==> src/rtl/par_out_pkg.sv <==
package par_out_pkg;
  // Strobes issued by the control to the datapath, one cycle each.
  typedef struct packed {
    logic capture;   // input buffer <- data
    logic transfer;  // transmission buffer <- input buffer
    logic commit;    // output register <- transmission buffer
    logic direct;    // output register and transmission buffer <- data
    logic refresh;   // periodic rewrite of output register
  } strobe_t;
endpackage

==> src/rtl/par_out_sync.sv <==
module par_out_sync #(
  parameter int WIDTH = 1,
  parameter int STAGES = 2,
  parameter logic [WIDTH-1:0] RESET_VAL = '0
) (
  input  logic             clk,
  input  logic             rstN,
  input  logic [WIDTH-1:0] din,
  output logic [WIDTH-1:0] dout
);
  logic [WIDTH-1:0] stageQ [STAGES];

  always_ff @(posedge clk or negedge rstN) begin
    if (!rstN) begin
      for (int i = 0; i < STAGES; i++) stageQ[i] <= RESET_VAL;
    end else begin
      stageQ[0] <= din;
      for (int i = 1; i < STAGES; i++) stageQ[i] <= stageQ[i-1];
    end
  end

  assign dout = stageQ[STAGES-1];
endmodule

==> src/rtl/par_out_ctrl.sv <==
module par_out_ctrl
  import par_out_pkg::*;
#(
  parameter int REFRESH_CYCLES = 64
) (
  input  logic    clk,
  input  logic    rstN,
  input  logic    loadS,
  input  logic    syncS,
  output strobe_t strobe
);
  localparam int CNT_W = $clog2(REFRESH_CYCLES);
  localparam logic [CNT_W-1:0] CNT_LAST = CNT_W'(REFRESH_CYCLES - 1);

  logic syncPrev;
  logic [CNT_W-1:0] refreshCnt;
  logic refreshTick;

  always_ff @(posedge clk or negedge rstN) begin
    if (!rstN) begin
      syncPrev   <= 1'b1;
      refreshCnt <= '0;
    end else begin
      syncPrev   <= syncS;
      refreshCnt <= (refreshCnt == CNT_LAST) ? '0 : refreshCnt + 1'b1;
    end
  end

  assign refreshTick = (refreshCnt == CNT_LAST);

  always_comb begin
    strobe.capture  = !loadS && syncS;
    strobe.transfer = loadS && !syncS;
    strobe.commit   = loadS && syncS && !syncPrev;
    strobe.direct   = !loadS && !syncS;
    strobe.refresh  = refreshTick && !strobe.transfer && !strobe.direct;
  end

  // refresh never coincides with a staged commit
  p_refresh_held_r2: assert property (@(posedge clk) disable iff (!rstN)
    strobe.transfer |-> !strobe.refresh);
endmodule

==> src/rtl/par_out_datapath.sv <==
module par_out_datapath
  import par_out_pkg::*;
#(
  parameter int CHANNELS = 8
) (
  input  logic                clk,
  input  logic                rstN,
  input  strobe_t             strobe,
  input  logic [CHANNELS-1:0] dataS,
  input  logic                enS,
  output logic [CHANNELS-1:0] chOut
);
  logic [CHANNELS-1:0] inBuf;
  logic [CHANNELS-1:0] txBuf;
  logic [CHANNELS-1:0] outReg;

  always_ff @(posedge clk or negedge rstN) begin
    if (!rstN) begin
      inBuf  <= '0;
      txBuf  <= '0;
      outReg <= '0;
    end else begin
      if (strobe.capture) inBuf <= dataS;
      if (strobe.direct) begin
        txBuf  <= dataS;
        outReg <= dataS;
      end else begin
        if (strobe.transfer) txBuf <= inBuf;
        if (strobe.commit || strobe.refresh) outReg <= txBuf;
      end
    end
  end

  assign chOut = enS ? outReg : '0;

  p_capture_keeps_r1: assert property (@(posedge clk) disable iff (!rstN)
    (strobe.capture && !strobe.refresh) |=> $stable(outReg));
  p_transfer_keeps_r2: assert property (@(posedge clk) disable iff (!rstN)
    strobe.transfer |=> $stable(outReg));
  p_commit_loads_r3: assert property (@(posedge clk) disable iff (!rstN)
    strobe.commit |=> (outReg == $past(txBuf)));
  p_direct_follows_r4: assert property (@(posedge clk) disable iff (!rstN)
    strobe.direct |=> (outReg == $past(dataS)));
endmodule

==> src/rtl/par_out_stage.sv <==
module par_out_stage
  import par_out_pkg::*;
#(
  parameter int CHANNELS = 8,
  parameter int REFRESH_CYCLES = 64
) (
  input  logic                clk,
  input  logic                rstN,
  input  logic [CHANNELS-1:0] dataIn,
  input  logic                loadN,
  input  logic                syncN,
  input  logic                outEn,
  output logic [CHANNELS-1:0] chOut
);
  logic [2:0] ctrlS;
  logic [CHANNELS-1:0] dataS;
  strobe_t strobe;

  par_out_sync #(.WIDTH(3), .STAGES(2), .RESET_VAL(3'b110)) u_ctrlSync (
    .clk(clk), .rstN(rstN), .din({loadN, syncN, outEn}), .dout(ctrlS));

  par_out_sync #(.WIDTH(CHANNELS), .STAGES(2), .RESET_VAL('0)) u_dataSync (
    .clk(clk), .rstN(rstN), .din(dataIn), .dout(dataS));

  par_out_ctrl #(.REFRESH_CYCLES(REFRESH_CYCLES)) u_ctrl (
    .clk(clk), .rstN(rstN), .loadS(ctrlS[2]), .syncS(ctrlS[1]), .strobe(strobe));

  par_out_datapath #(.CHANNELS(CHANNELS)) u_datapath (
    .clk(clk), .rstN(rstN), .strobe(strobe), .dataS(dataS), .enS(ctrlS[0]),
    .chOut(chOut));

  // enable seen low at the pin two edges ago forces all outputs off
  p_disabled_off_r6: assert property (@(posedge clk) disable iff (!rstN)
    !$past(outEn, 2) |-> (chOut == '0));
endmodule

==> config.mk <==
export PLATFORM = sky130hd
export DESIGN_NAME = par_out_stage
export DESIGN_NICKNAME = d
export VERILOG_FILES = /design/src/rtl/par_out_pkg.sv /design/src/rtl/par_out_sync.sv /design/src/rtl/par_out_ctrl.sv /design/src/rtl/par_out_datapath.sv /design/src/rtl/par_out_stage.sv
export SDC_FILE = /design/constraint.sdc
export NUM_CORES = 1
export LEC_CHECK = 0
export BUFFER_PORTS_ARGS = -buffer_cell sky130_fd_sc_hd__buf_2
export CAP_MARGIN = 15
export CORE_ASPECT_RATIO = 1.1
export CORE_UTILIZATION = 55
export CTS_CLUSTER_DIAMETER = 60
export DETAILED_ROUTE_END_ITERATION = 8
export GPL_ROUTABILITY_DRIVEN = 0
export PLACE_DENSITY_LB_ADDON = 0.15
export SKIP_LAST_GASP = 1
export SYNTH_ARGS = -nofsm -noshare
export SYNTH_HDL_FRONTEND = slang
export SYNTH_SLANG_ARGS = --single-unit
export TNS_END_PERCENT = 30
==> constraint.sdc <==
create_clock -name clk -period 1.9 [get_ports clk]
set_clock_uncertainty 0.15 [all_clocks]
set_input_delay 0.095 -clock clk [delete_from_list [all_inputs] [get_ports clk]]
set_output_delay 0.095 -clock clk [all_outputs]
set_load 0.05 [all_outputs]
==> results.py <==
metrics = {
    "sta": {
        "tightest_slew_ns": 0.557,
        "slew_headroom": 0.629,
        "whs_ns": 0.149,
        "min_period_ns": 1.78,
        "rsz0062_at_grt": "no",
        "hold_viol": 0,
        "fin_crit_sh": 0.937,
        "setup_ws_ns": 0.119,
        "slew_viol_final": 0,
        "max_freq_mhz": 562,
        "fin_tns_setup_ns": 0,
        "setup_viol": 0,
    },
    "cts": {
        "path_clk_slew_ns": 0.10,
        "post_cts_buffers": 0,
        "cts.htree.levels": 2,
        "cts_sinks": 53,
        "clockBufferDepth": 2,
        "cts_tree": "done",
        "post_cts_resized": 0,
        "cts_buffers": 5,
        "clk-insertion-delay-late_ns": 0.30,
        "postCtsHoldBufs": 12,
        "cts_root_buffer": "clkbuf_8",
    },
    "pwr": {
        "ir_drop_mv": 0.802,
        "p_leak_nw": 1.11,
        "cellPowerDensity_nw_per_um2": 933,
    },
    "placement": {
        "dpl_cell_area_um2": 2350,
        "place_ws_ns": 0.161,
        "dpl.cell_count": 246,
        "portBuffers": 20,
        "dp_hpwl_um": 2820,
    },
    "cells_and_area": {
        "regArea_um2": 1330,
        "final_cell_mix": "48 x dfrtp_1, 25 x nor2_1, 20 x buf_2",
        "fin_cells": 266,
        "final_cell_area_um2": 2590,
        "final_layout_size_suffix_gt1_frac": 0.236,
        "multi_input_area_um2": 792,
        "antenna_cells": 0,
        "final_common_cell": "dfrtp_1",
        "n_fill_cell": 276,
        "synthToLayoutAreaGrowth_pct": 17.8,
        "nets": 229,
    },
    "worst_setup_path": {
        "path_class": "flop to flop",
        "required_ns": 1.94,
        "worstSetupEndpointType": "flop",
        "crit_path_max_fanout": 13,
        "crit_path_start_kind": "flop",
        "arrival_ns": 1.82,
    },
    "flow_run": {
        "drv_cap": 0,
    },
    "drt": {
        "vias": 1491,
        "drtPass1Iterations": 4,
        "avgRoutedWirePerCell_um": 15.0,
        "routed_via_density": 5.61,
        "routed_wl_um": 3980,
        "drc_errors": 0,
        "detail-route-antenna-nets": 0,
        "first_iter_violations": 87,
    },
    "die": {
        "design.die.area_um2": 4260,
        "fp.dieH_um": 68.3,
        "initial_utilization": 0.588,
        "rows": 23,
        "pin_count": 21,
        "core_region_area_um2": 3740,
        "die_w_um": 62.3,
    },
    "synth": {
        "yosysWarnings": 0,
        "synth_edf_count": 0,
        "ys_async_sr_fraction": 1.00,
        "synth_cell_type_count": 31,
        "synth_top_family_by_area": "simple AND/OR/NAND/NOR gates",
        "ys_seq_area_frac": 0.606,
        "yosys.area_share.adder": 0.00569,
        "dominantRegCellSynth": "dfrtp_1",
        "muxShareOfSynthArea": 0.0876,
        "synth-simple-area-share": 0.167,
        "syn_avg_cell_area_um2": 12.1,
        "synth_compound_area_frac": 0.0882,
        "synth-seq-cells": 53,
        "netlist_area_um2": 2200,
        "syn-num-nets": 196,
        "synth-xor-area-share": 0.0119,
        "syn_inst": 182,
    },
    "global_route": {
        "grt_use_total": 0.209,
        "grt_pass1_vias": 1380,
        "grt_pass1_wl_um": 6560,
        "grt_max_degree": 32,
        "grt.overflow.total": 0,
        "antenna_found_initial": 0,
    },
    "status": {
        "run_status": "completed",
    },
    "worst_hold_path": {
        "hold_class": "input pin to async pin",
    },
}
## through the flow
step                 util  power (W)
floorplan               -    0.00154
global placement    0.629    0.00163
detailed placement  0.629    0.00164
CTS                 0.693    0.00244
global route        0.693    0.00252
finish              0.693    0.00242
## metal layers
metal / vias up / routed length [um] / global-route usage
met4: 0 / 77 / 0.110
met1: 712 / 1830 / 0.264
met3: 9 / 194 / 0.0467
met5: - / 0 / 0
met2: 56 / 1880 / 0.343
li1: 714 / - / -
## worst max-delay path, cell delays in order, from the launching register on
cell and delay [ns]:
dfstp_2 0.71, mux2i_4 0.38, a311oi_1 0.09, nor4_1 0.34
## worst paths after layout
path                       slack, ns                                to                       startpoint  depth (start not counted)
min                             0.15    u_ctrl.refreshCnt[0]$_DFF_PN0_                             rstN                          2
max                             0.12  u_datapath.outReg[1]$_DFFE_PN0P_     u_ctrlSync.dout[2]$_DFF_PN1_                          3
min reg2reg                     0.20      u_dataSync.dout[7]$_DFF_PN0_  u_dataSync.stageQ[15]$_DFF_PN0_                          0
max in group asynchronous       0.83    u_ctrlSync.stageQ[4]$_DFF_PN1_                             rstN                          3
max reg2reg                     0.12  u_datapath.outReg[1]$_DFFE_PN0P_     u_ctrlSync.dout[2]$_DFF_PN1_                          3
min in group clk                0.20      u_dataSync.dout[7]$_DFF_PN0_  u_dataSync.stageQ[15]$_DFF_PN0_                          0
## kinds of logic after synthesis
group                    Yosys count
multiplexers                      17
AO/OA/AOI/OAI                     28
buffers and inverters             14
adder cells (fa/ha/maj)            1
flip-flops                        53
AND/OR/NAND/NOR                   66
XOR/XNOR                           3
## cell type report
cell class / count / share of cell area
multi-input combinational: 115 / 0.306
clock buffer: 5 / 0.0266
timing repair buffer: 38 / 0.107
inverter: 2 / 0.00290
clock inverter: 3 / 0.0193
tap: 50 / 0.0241
sequential: 53 / 0.514
## power by group
part	leakage (nW)	internal, W	switching [W]	total [W]
Clock	0.0603	0.000404	0.000374	0.000778
Combinational	0.444	0.000142	0.000181	0.000323
Sequential	0.604	0.00123	0.0000833	0.00132
Total	1.11	0.00178	0.000638	0.00242
## cells in the mapped netlist (2+ instances only)
cell type | number | share of area
o32ai_1 | 2 | 0.0080
o21a_1 | 7 | 0.024
and2_1 | 8 | 0.023
nor2_1 | 25 | 0.043
mux2i_1 | 8 | 0.036
nor3b_1 | 8 | 0.027
mux2_2 | 8 | 0.041
a21oi_1 | 9 | 0.020
dfrtp_1 | 48 | 0.55
xor2_1 | 2 | 0.0080
buf_2 | 3 | 0.0068
buf_4 | 5 | 0.017
nand3_1 | 4 | 0.0091
dfstp_2 | 5 | 0.060
buf_1 | 2 | 0.0034
clkbuf_1 | 2 | 0.0034
a311oi_1 | 7 | 0.028
o21ai_0 | 2 | 0.0046
nor4_1 | 14 | 0.040
inv_1 | 2 | 0.0034
## registers in the layout, indices dropped and copies added (netlist names)
| name | count |
|---|---|
| u_datapath.outReg | 8 |
| u_dataSync.dout | 8 |
| u_ctrlSync.dout | 3 |
| u_ctrl.refreshCnt | 6 |
| u_ctrlSync.stageQ | 3 |
| u_dataSync.stageQ | 8 |
| u_datapath.inBuf | 8 |
| u_datapath.txBuf | 8 |
| u_ctrl.syncPrev | 1 |
No activity file was read; power rests on OpenSTA's default activity.
